**config.mk**
```make
export PLATFORM = sky130hd
export DESIGN_NAME = irq_hub
export DESIGN_NICKNAME = d
export VERILOG_FILES = /design/src/rtl/irq_hub_pkg.sv /design/src/rtl/irq_status_regs.sv /design/src/rtl/irq_route_regs.sv /design/src/rtl/irq_route_fanout.sv /design/src/rtl/irq_hub.sv
export SDC_FILE = /design/constraint.sdc
export NUM_CORES = 1
export LEC_CHECK = 0
export BUFFER_PORTS_ARGS = -buffer_cell sky130_fd_sc_hd__buf_2
export CAP_MARGIN = 10
export CORE_ASPECT_RATIO = 2
export CORE_MARGIN = 2
export CORE_UTILIZATION = 40
export CTS_CLUSTER_SIZE = 24
export DETAILED_ROUTE_END_ITERATION = 8
export PLACE_DENSITY_LB_ADDON = 0.3
export SLEW_MARGIN = 15
export SYNTH_ARGS = -nofsm -noshare
export SYNTH_HDL_FRONTEND = slang
export SYNTH_SLANG_ARGS = --single-unit
```
**constraint.sdc**
```tcl
create_clock -name clk_i -period 5.3 [get_ports clk_i]
set_input_delay 1.59 -clock clk_i [delete_from_list [all_inputs] [get_ports clk_i]]
set_output_delay 1.59 -clock clk_i [all_outputs]
set_load 0.01 [all_outputs]
```
**src/rtl/irq_hub_pkg.sv**
```systemverilog
package irq_hub_pkg;
    localparam int DW         = 32;
    localparam int AW         = 8;
    localparam int NUM_SIRQ   = 17;
    localparam int NUM_ERR    = 6;
    localparam int NUM_BM     = 2;
    localparam int NUM_ROUTE  = 4;
    localparam int RF_W       = $clog2(NUM_ROUTE);
    localparam int SIRQ_SPLIT = 14;
    localparam int RST_BIT    = 10;
    localparam int ERR_LSB    = 2;
    localparam int BM_LSB     = 0;

    localparam logic [AW-1:0] OFS_ROUTE_HI = 8'h08;
    localparam logic [AW-1:0] OFS_ROUTE_LO = 8'h0C;
    localparam logic [AW-1:0] OFS_MASK     = 8'h34;
    localparam logic [AW-1:0] OFS_STAT     = 8'h38;
    localparam logic [AW-1:0] OFS_EADDR    = 8'h40;

    localparam logic [DW-1:0] ONE = DW'(1);

    // Bits that exist in both status and mask.
    localparam logic [DW-1:0] IMPL_MASK =
        ({DW{1'b1}} << (DW - NUM_SIRQ)) |
        (ONE << RST_BIT) |
        (((ONE << NUM_ERR) - ONE) << ERR_LSB) |
        (((ONE << NUM_BM) - ONE) << BM_LSB);

    // Bit offset of the route field that belongs to serial request idx.
    function automatic int route_shift(input int idx);
        if (idx < SIRQ_SPLIT)
            return DW - 2 - (4 + RF_W * idx);
        else
            return DW - 2 - (8 + RF_W * (idx - SIRQ_SPLIT));
    endfunction
endpackage

```
**src/rtl/irq_status_regs.sv**
```systemverilog
module irq_status_regs
    import irq_hub_pkg::*;
(
    input  logic                clk_i,
    input  logic                rst_ni,
    input  logic                wr_stat_i,
    input  logic                wr_mask_i,
    input  logic [DW-1:0]       wdata_i,
    input  logic [NUM_ERR-1:0]  err_evt_i,
    input  logic [DW-1:0]       err_addr_i,
    input  logic                bus_rst_evt_i,
    input  logic [NUM_BM-1:0]   bm_req_i,
    input  logic [NUM_SIRQ-1:0] sirq_req_i,
    output logic [DW-1:0]       status_o,
    output logic [DW-1:0]       mask_o,
    output logic [DW-1:0]       eaddr_o
);
    typedef struct packed {
        logic [DW-1:0] status;
        logic [DW-1:0] mask;
        logic [DW-1:0] eaddr;
    } stat_state_t;

    stat_state_t st_d, st_q;
    logic [DW-1:0] evt_vec;
    logic [DW-1:0] clr_vec;
    logic          err_idle;

    always_comb begin
        evt_vec = '0;
        for (int i = 0; i < NUM_SIRQ; i++) evt_vec[DW-1-i] = sirq_req_i[i];
        evt_vec[RST_BIT] = bus_rst_evt_i;
        for (int k = 0; k < NUM_ERR; k++) evt_vec[ERR_LSB+k] = err_evt_i[k];
        for (int k = 0; k < NUM_BM; k++)  evt_vec[BM_LSB+k]  = bm_req_i[k];

        clr_vec  = wr_stat_i ? wdata_i : '0;
        err_idle = (st_q.status[ERR_LSB +: NUM_ERR] == '0);

        st_d = st_q;
        // Clear first, then set: a same-cycle event keeps its bit.
        st_d.status = ((st_q.status & ~clr_vec) | evt_vec) & IMPL_MASK;
        if (wr_mask_i) st_d.mask = wdata_i & IMPL_MASK;
        if ((|err_evt_i) && err_idle) st_d.eaddr = err_addr_i;
    end

    always_ff @(posedge clk_i) begin
        if (!rst_ni) st_q <= '0;
        else         st_q <= st_d;
    end

    assign status_o = st_q.status;
    assign mask_o   = st_q.mask;
    assign eaddr_o  = st_q.eaddr;
endmodule

```
**src/rtl/irq_route_regs.sv**
```systemverilog
module irq_route_regs
    import irq_hub_pkg::*;
(
    input  logic          clk_i,
    input  logic          rst_ni,
    input  logic          wr_lo_i,
    input  logic          wr_hi_i,
    input  logic [DW-1:0] wdata_i,
    output logic [DW-1:0] route_lo_o,
    output logic [DW-1:0] route_hi_o
);
    typedef struct packed {
        logic [DW-1:0] lo;
        logic [DW-1:0] hi;
    } route_state_t;

    route_state_t rt_d, rt_q;

    always_comb begin
        rt_d = rt_q;
        if (wr_lo_i) rt_d.lo = wdata_i;
        if (wr_hi_i) rt_d.hi = wdata_i;
    end

    always_ff @(posedge clk_i) begin
        if (!rst_ni) rt_q <= '0;
        else         rt_q <= rt_d;
    end

    assign route_lo_o = rt_q.lo;
    assign route_hi_o = rt_q.hi;
endmodule

```
**src/rtl/irq_route_fanout.sv**
```systemverilog
module irq_route_fanout
    import irq_hub_pkg::*;
(
    input  logic [DW-1:0]        route_lo_i,
    input  logic [DW-1:0]        route_hi_i,
    input  logic [DW-1:0]        status_i,
    input  logic [DW-1:0]        mask_i,
    output logic [NUM_ROUTE-1:0] route_irq_o
);
    logic [RF_W-1:0] fld [NUM_SIRQ];
    logic            unused_fanout;

    for (genvar i = 0; i < NUM_SIRQ; i++) begin : g_field
        if (i < SIRQ_SPLIT) begin : g_lo
            assign fld[i] = route_lo_i[route_shift(i) +: RF_W];
        end else begin : g_hi
            assign fld[i] = route_hi_i[route_shift(i) +: RF_W];
        end
    end

    assign unused_fanout = ^{route_lo_i, route_hi_i,
                             status_i[DW-NUM_SIRQ-1:0], mask_i[DW-NUM_SIRQ-1:0]};

    always_comb begin
        route_irq_o = '0;
        for (int i = 0; i < NUM_SIRQ; i++) begin
            if (status_i[DW-1-i] && mask_i[DW-1-i]) route_irq_o[fld[i]] = 1'b1;
        end
    end
endmodule

```
**src/rtl/irq_hub.sv**
```systemverilog
module irq_hub
    import irq_hub_pkg::*;
(
    input  logic                clk_i,
    input  logic                rst_ni,
    input  logic                reg_wr_i,
    input  logic [AW-1:0]       reg_addr_i,
    input  logic [DW-1:0]       reg_wdata_i,
    output logic [DW-1:0]       reg_rdata_o,
    input  logic [NUM_ERR-1:0]  err_evt_i,
    input  logic [DW-1:0]       err_addr_i,
    input  logic                bus_rst_evt_i,
    input  logic [NUM_BM-1:0]   bm_req_i,
    input  logic [NUM_SIRQ-1:0] sirq_req_i,
    output logic                irq_o,
    output logic [NUM_ROUTE-1:0] route_irq_o
);
    logic [DW-1:0] status_q, mask_q, eaddr_q, route_lo_q, route_hi_q;
    logic wr_stat, wr_mask, wr_lo, wr_hi;

    assign wr_stat = reg_wr_i && (reg_addr_i == OFS_STAT);
    assign wr_mask = reg_wr_i && (reg_addr_i == OFS_MASK);
    assign wr_lo   = reg_wr_i && (reg_addr_i == OFS_ROUTE_LO);
    assign wr_hi   = reg_wr_i && (reg_addr_i == OFS_ROUTE_HI);

    irq_status_regs u_stat (
        .clk_i, .rst_ni,
        .wr_stat_i(wr_stat), .wr_mask_i(wr_mask), .wdata_i(reg_wdata_i),
        .err_evt_i, .err_addr_i, .bus_rst_evt_i, .bm_req_i, .sirq_req_i,
        .status_o(status_q), .mask_o(mask_q), .eaddr_o(eaddr_q)
    );

    irq_route_regs u_route (
        .clk_i, .rst_ni,
        .wr_lo_i(wr_lo), .wr_hi_i(wr_hi), .wdata_i(reg_wdata_i),
        .route_lo_o(route_lo_q), .route_hi_o(route_hi_q)
    );

    irq_route_fanout u_fan (
        .route_lo_i(route_lo_q), .route_hi_i(route_hi_q),
        .status_i(status_q), .mask_i(mask_q),
        .route_irq_o(route_irq_o)
    );

    assign irq_o = |(status_q & mask_q);

    always_comb begin
        unique case (reg_addr_i)
            OFS_ROUTE_HI: reg_rdata_o = route_hi_q;
            OFS_ROUTE_LO: reg_rdata_o = route_lo_q;
            OFS_MASK:     reg_rdata_o = mask_q;
            OFS_STAT:     reg_rdata_o = status_q;
            OFS_EADDR:    reg_rdata_o = eaddr_q;
            default:      reg_rdata_o = '0;
        endcase
    end
endmodule

```
; Word-level counts from Yosys, hierarchy flattened
; Index checks and enable logic that the tools add are counted.
; W data, S select, Z words.
[op_classes]
magnitude_cmp = 34
eq_ne = 5
muxes = 53
n_bitwise = 20
reduce_logical = 42
[op_table]
columns = cell, count
row1 = $pmux W32 S5, 1
row2 = $mux W4, 17
row3 = $and A32 B32 Y32, 2
row4 = $or A4 B4 Y4, 16
row5 = $lt A2 B3 Y1 const B, 17
row6 = $logic_and A1 B1 Y1, 39
row7 = $demux W1 S2, 17
row8 = $ge A2 B1 Y1 const B, 17
row9 = $mux W32, 1
row10 = $not A32 Y32, 1
row11 = $or A32 B32 Y32, 1
row12 = $reduce_or A32 Y1, 1
row13 = $mux W1, 17
row14 = $eq A8 B4 Y1 const B, 2
row15 = $eq A8 B6 Y1 const B, 2
row16 = $eq A8 B7 Y1 const B, 1
row17 = $logic_not A6 Y1, 1
row18 = $reduce_or A6 Y1, 1
[word_totals]
register_bits = 154
inputBits = 101
elab_cells = 160

; Logic depth before layout (Yosys ltp)
; Gate-level depths: netlist (run 1).
[logic_depth]
word_depth = 37
mapped_depth = 7
depth_no_buf = 4

; Cells and area by module
; From an unflattened synthesis (run 1), not the netlist that was laid out.
[unflattened]
hier_cells = 838
area_unflattened_um2 = 7772.5
[modules_own_cells]
columns = mod, instances, cells_each, area_per_inst_um2, seq_area_each_um2
row1 = irq_status_regs, 1, 350, 3304.4, 1681.6
row2 = irq_route_regs, 1, 207, 2492.4, 1281.2
row3 = irq_hub, 1, 174, 1326.3, 0.0
row4 = irq_route_fanout, 1, 107, 649.4, 0.0

; Worst setup path before layout (run 1)
; No wires, ideal clock.
[synth_timing]
kind = input to output
start = input port reg_addr_i[5]
end = output port reg_rdata_o[0]
t_arrival_ns = 2.874
required_time_ns = 3.710
path_slack_ns = 0.836
path_stages = 4
path_buffers = 1
path_cell_list = or4_1 nor3_2 buf_2 a221o_1
[synth_via]
elab_chain_len = 2
[synth_lines]
columns = item, line_no
row1 = "start, declared", irq_hub.sv:7  ; input logic [AW-1:0] reg_addr_i,
row2 = "$eq A8 B7 Y1, or another cell as far along", irq_hub.sv:48  ; unique case (reg_addr_i)
row3 = $pmux W32 S5 (*), irq_hub.sv:48
row4 = "end, declared", irq_hub.sv:9  ; output logic [DW-1:0] reg_rdata_o,
; Mark *: on every way between the ends. The rest lies on a longest branch, timed or not.

; Worst setup path in the final report (run 1)
[layout_timing]
start = input port reg_addr_i[5]
end = output port reg_rdata_o[19]
; Same word-level chain as after synthesis.

==> results of run 1 <==
## final cells by class
type	instances	area, µm²	share of cell area (%)
flip-flops and latches	148	2960	34.2
repair buffers	159	891	10.3
clock buffers	20	447	5.16
inverters	17	63.8	0.737
multi-input cells	632	3930	45.3
clock inverters	12	106	1.23
well taps	213	267	3.08
## worst max-delay path by stage
stage	from	end
finish	reg_addr_i[5]	reg_rdata_o[19]
global route	reg_addr_i[5]	reg_rdata_o[18]
CTS	reg_addr_i[5]	reg_rdata_o[19]
detailed placement	reg_addr_i[5]	reg_rdata_o[19]
global placement	reg_addr_i[5]	reg_rdata_o[26]
floorplan	reg_addr_i[5]	reg_rdata_o[0]
## flip-flops by register name, summed over array words and instances, names as in the netlist
| name | flops |
|---|---|
| u_stat.mask_o | 26 |
| u_stat.status_o | 26 |
| u_route.route_hi_o | 32 |
| u_route.route_lo_o | 32 |
| u_stat.eaddr_o | 32 |
## power groups by stage
stage               registers [mW]  logic, mW  clock network [mW]
floorplan                     1.18     0.0957                   0
global placement              1.19      0.169                   0
detailed placement            1.19      0.171                   0
CTS                           1.17      0.171                1.16
global route                  1.17      0.185                1.20
finish                        1.17      0.171                1.14
## kinds of logic after synthesis
group | count (synthesis) | synth area share [%]
compound gates | 265 | 27.7
buf+inv | 78 | 5.01
flops | 148 | 40.9
mux | 32 | 4.42
simple gates | 335 | 22.0
## cells in the final DEF (no fill, tap or decap), drive strengths merged, types with 19 or more instances in the layout
cell type,instances
nand2,177
buf,159
dfxtp,148
a21boi,84
nand3,52
a22oi,39
o21ai,38
mux2i,32
nor2b,32
o21a,26
clkbuf,20
inv,19
## cell usage after synthesis, drive strengths merged (2+ instances only)
library cell  instances  area, µm²
nand2               177        664
dfxtp               148       2960
a21boi               84        634
nand3                52        260
a22oi                39        293
o21ai                38        190
clkbuf               35        131
mux2i                32        320
nor2b                32        200
buf                  26        168
o21a                 26        195
a221o                17        170
inv                  17       63.8
nand4                17        106
o2bb2ai              17        149
nor3                 16       90.1
nor2                 15       58.8
o32ai                10       87.6
o22ai                 8       50.1
a2bb2oi               6       52.6
and4                  6       52.6
nor4                  6       43.8
a222oi                4       40.0
a221oi                3       26.3
nand3b                3       22.5
o221ai                3       26.3
a2111oi               2       17.5
a211oi                2       27.5
and2                  2       12.5
o2111ai               2       17.5
or4                   2       18.8
## per-stage QoR
| stage | cell area, µm² | std cells | utilization, % | total power [mW] |
|---|---|---|---|---|
| 5_1_grt | 8660 | 1201 | 48.7 | 2.55 |
| 4_1_cts | 8660 | 1201 | 48.7 | 2.50 |
| 2_1_floorplan | 7250 | 858 | - | 1.27 |
| 6_report | 8660 | 1201 | 48.7 | 2.48 |
| 3_3_place_gp | 8110 | 1169 | 45.6 | 1.36 |
| 3_5_place_dp | 8110 | 1169 | 45.6 | 1.36 |
## per-layer routing
metal	GRT usage [%]	wire, µm	vias to the layer above
met2	49.1	14100	301
met1	28.0	9230	3322
met3	3.88	1400	98
met4	19.9	2130	0
li1	-	-	3371
met5	0	0	-
## critical path: cells and delay by family
kind | cells | cell delay (ns)
AND/OR/NAND/NOR | 2 | 0.77
buffers and inverters | 3 | 0.53
AO/OA/AOI/OAI | 2 | 0.28
==> qor.txt, run 1 <==
Status: finished clean
RSZ-0062 raised after global routing: false
CTS hold repair buffers: 0
Cells after Synth: 858
Hold depth: 2
FILL cells: 1807
Die area: 19300 µm²
Synth unique cells: 54
FMAX: 210 MHz
Post-Syn Area: 7250 µm²
Worst R2R Setup Slack: 2.83 ns
Mean Syn Cell Area: 8.44 µm²
WHS: 0.453 ns
HPWL Detailed: 20.2 mm
WL/cell: 22.4 µm
Worst-case vdd ir drop: 0.000208 V
Slew Viols, Final: 0
# nets final: 1076
Pwr Density: 287 nW/µm²
Vias in the first global route: 6801
CP required: 3.71 ns
IO Port Bufs: 137
Psw: 0.609 mW
Final worst slack: 0.536 ns
Setup violations, final: 0
First-pass GRT wire length: 39.5 mm
Worst-path cell chain: buf_2, nor4_2, and4_1, buf_4, o2bb2ai_1, a221o_1, buf_2
Worst setup EP type: output pin
CTS clk-pin slew, worst paths: 0.06 ns
Max-slew headroom: 39.1%
Post-synth EDFFs: 0
CTS Root Cell: clkbuf_16
Leak: 3.12 nW
Initial Utilization: 40.7%
IO Pins: 138
Fin crit period: 4.76 ns
Setup CP Type: in -> out
FF+latch count, synth: 148
Max Cap Viol: 0
Clock power share: 46.1%
Fin crit share: 89.9%
Gate power share: 6.9%
Seq/Total Area, Yosys: 40.9%
Worst-case hold path end point: u_route.route_hi_o[7]
Total routed wirelength: 26.9 mm
Grt ovf: 0
Setup WS pre-CTS: 0.544 ns
Post-DR vias/cell: 5.91
Vias after detailed routing: 7092
CTS tree: yes
Core footprint: 17800 µm²
Most Frequent Cell on Critical Path: buf_2
CTS H-tree lvls: 4
DRC viols: 0
Crit path max-delay cell type: nor4_2
Clock latency at the later pin of the worst-skew pair: 0.43 ns
Area grow syn2layout: 19.6%
Max Clock Skew: 0.0100 ns
Syn Nets: 959
Die width: 99.2 µm
CTS Buffer Depth: 2
Crit path arrival time: 3.17 ns
Setup Buffers After CTS: 0
Largest net degree at the start of global routing: 93
CP max stage delay: 0.47 ns
Final Hold Fails: 0
# clock sinks: 148
Most used DFF post-synth: dfxtp_1
Largest fanout on the critical path: 18
Post-route ant nets: 0
1st-iter DRT viols: 478
Crit Reg-Reg Startpoint: u_stat.status_o[6]
DIE HEIGHT: 194 µm
Number of warnings issued by yosys: 0
Initial DRT Pass Iterations: 6
Hold Startpoint: u_route.route_hi_o[7]
Sw Ratio: 24.5%
CTS Buf Count: 17
Post-synthesis async set-or-reset flop share: 0%
Initial antenna violation count: 0
FF-to-FF End: u_stat.eaddr_o[4]
Worst Hold Class: reg -> reg
Post-cts repair resize count: 0
GP Congestion: 1.08
Gr usage total: 27.3%
Site Rows: 69
Setup tns final: 0 ns
Ant diodes: 0
Seq pwr share: 47.1%
Share of cells above drive strength 1: 20.2%
Critical path launch point type: input pin
P_int: 1.88 mW
Worst r2r path cells: 5
Least-Margin Pin Slew: 0.890 ns
No activity file was read; power rests on OpenSTA's default activity.
==> run 2, diff against run 1 <==
Settings changed: BUFFER_PORTS_ARGS -buffer_cell sky130_fd_sc_hd__buf_2 to not set, DONT_BUFFER_PORTS set to 1, PLACE_DENSITY_LB_ADDON 0.3 to 0.2.
==> run 2 against run 1 <==
Setup slack worse by 0.039 ns; cell count is 12% lower; via count is 7.8% lower; utilization is 4.1 points lower; sequential share of layout area is 3.1 points higher; die area stayed put; routed wire length is 0.76% higher; global-route usage is 0.78 points higher; hold slack worse by 0.0014 ns.
==> qor.txt, run 2 (synthesis results as in run 1) <==
Status: finished clean
CTS hold repair buffers: 0
Setup Buffers After CTS: 0
HPWL Detailed: 19.9 mm
Ant diodes: 0
WL/cell: 25.6 µm
Least-Margin Pin Slew: 1.15 ns
Hold Startpoint: u_route.route_hi_o[3]
FILL cells: 1810
Core footprint: 17800 µm²
Fin crit period: 4.80 ns
First-pass GRT wire length: 40.5 mm
Initial Utilization: 40.7%
RSZ-0062 raised after global routing: false
Largest net degree at the start of global routing: 181
Site Rows: 69
Total routed wirelength: 27.1 mm
Max-slew headroom: 21.6%
FF-to-FF End: u_stat.eaddr_o[26]
Setup CP Type: in -> out
DRC viols: 0
CTS Buf Count: 17
CTS H-tree lvls: 4
Hold depth: 2
Gr usage total: 28.1%
Area grow syn2layout: 9.57%
GP Congestion: 0.968
Die area: 19300 µm²
IO Port Bufs: 0
Clock latency at the later pin of the worst-skew pair: 0.43 ns
Pwr Total: 2.48 mW
Final Hold Fails: 0
Crit Reg-Reg Startpoint: u_stat.status_o[5]
Leak: 2.49 nW
Setup violations, final: 0
Share of cells above drive strength 1: 6.97%
CTS Root Cell: clkbuf_16
Initial antenna violation count: 0
Max Cap Viol: 0
Post-cts repair resize count: 0
CTS clk-pin slew, worst paths: 0.06 ns
Final worst slack: 0.497 ns
Initial DRT Pass Iterations: 5
Slew Viols, Final: 0
Worst setup EP type: output pin
# clock sinks: 148
WHS: 0.452 ns
Vias in the first global route: 6569
Most common cell after layout, fill and taps aside: nand2_1
CTS tree: yes
Post-DR vias/cell: 6.18
Post-layout util: 44.6%
Fin crit share: 90.6%
Grt ovf: 0
Largest fanout on the critical path: 9
Worst Hold Class: reg -> reg
Crit path arrival time: 3.21 ns
Worst-case hold path end point: u_route.route_hi_o[3]
Max Clock Skew: 0.00999 ns
CP required: 3.71 ns
Worst R2R Setup Slack: 2.82 ns
FMAX: 208 MHz
# nets final: 934
Setup WS pre-CTS: 0.539 ns
CP startpoint: reg_addr_i[5]
Worst r2r path cells: 5
Critical path launch point type: input pin
Post-route ant nets: 0
Pwr Density: 313 nW/µm²
Vias after detailed routing: 6542
Worst-case vdd ir drop: 0.000168 V
DIE HEIGHT: 194 µm
Most frequent cells in the layout: nand2_1, dfxtp_1, a21boi_1, nand3_1, a22oi_1
1st-iter DRT viols: 392
IO Pins: 138
CTS Buffer Depth: 2
Setup tns final: 0 ns
Die width: 99.2 µm
[run 2: changes by cell type in the layout (fill, tap and decap cells not counted), moves of 3 or more]
| cell | previous run | this run |
|---|---|---|
| clkinv_2 | 4 | 0 |
| buf_2 | 136 | 0 |
| buf_12 | 3 | 0 |
| buf_4 | 20 | 17 |
[run 2: how the worst max path moves through the flow]
stage | end | slack [ns] | cells past startpoint
floorplan | reg_rdata_o[0] | 0.84 | 4
global placement | reg_rdata_o[17] | 0.57 | 4
detailed placement | reg_rdata_o[17] | 0.54 | 4
CTS | reg_rdata_o[17] | 0.54 | 4
global route | reg_rdata_o[28] | 0.48 | 4
finish | reg_rdata_o[17] | 0.50 | 4
[run 2: critical path, stage by stage]
cell,delay [ns]
or4_1,0.61
nor2_2,0.53
a22oi_1,0.14
o221ai_1,0.34
[run 2: area by class of cell]
type                       instances  area [µm²]  share of cell area [%]
tap                              213         267                    3.36
sequential                       148        2960                    37.3
multi-input combinational        632        3930                    49.5
inverter                          17        63.8                   0.804
timing repair buffer              17         128                    1.61
clock inverter                    10         124                    1.56
clock buffer                      22         464                    5.85
[run 2: layer usage]
| layer | up-vias | GRT usage [%] | part of all wire, % |
|---|---|---|---|
| met4 | 0 | 16.6 | 6.2 |
| met1 | 3131 | 29.7 | 35 |
| met5 | - | 0 | 0 |
| li1 | 3090 | - | - |
| met2 | 248 | 50.6 | 53 |
| met3 | 73 | 5.21 | 5.2 |
[run 2: report_power, final]
group          total [mW]  internal (mW)  switching (mW)
Combinational      0.0925         0.0511          0.0414
Clock                1.22          0.722           0.498
Sequential           1.17           1.14          0.0337
Total                2.48           1.91           0.573
[run 2: stage by stage]
stage                     instances  area [µm²]
final                          1059        7940
after global routing           1059        7940
after CTS                      1059        7940
after detailed placement       1027        7350
after global placement         1027        7350
after floorplan                 858        7250
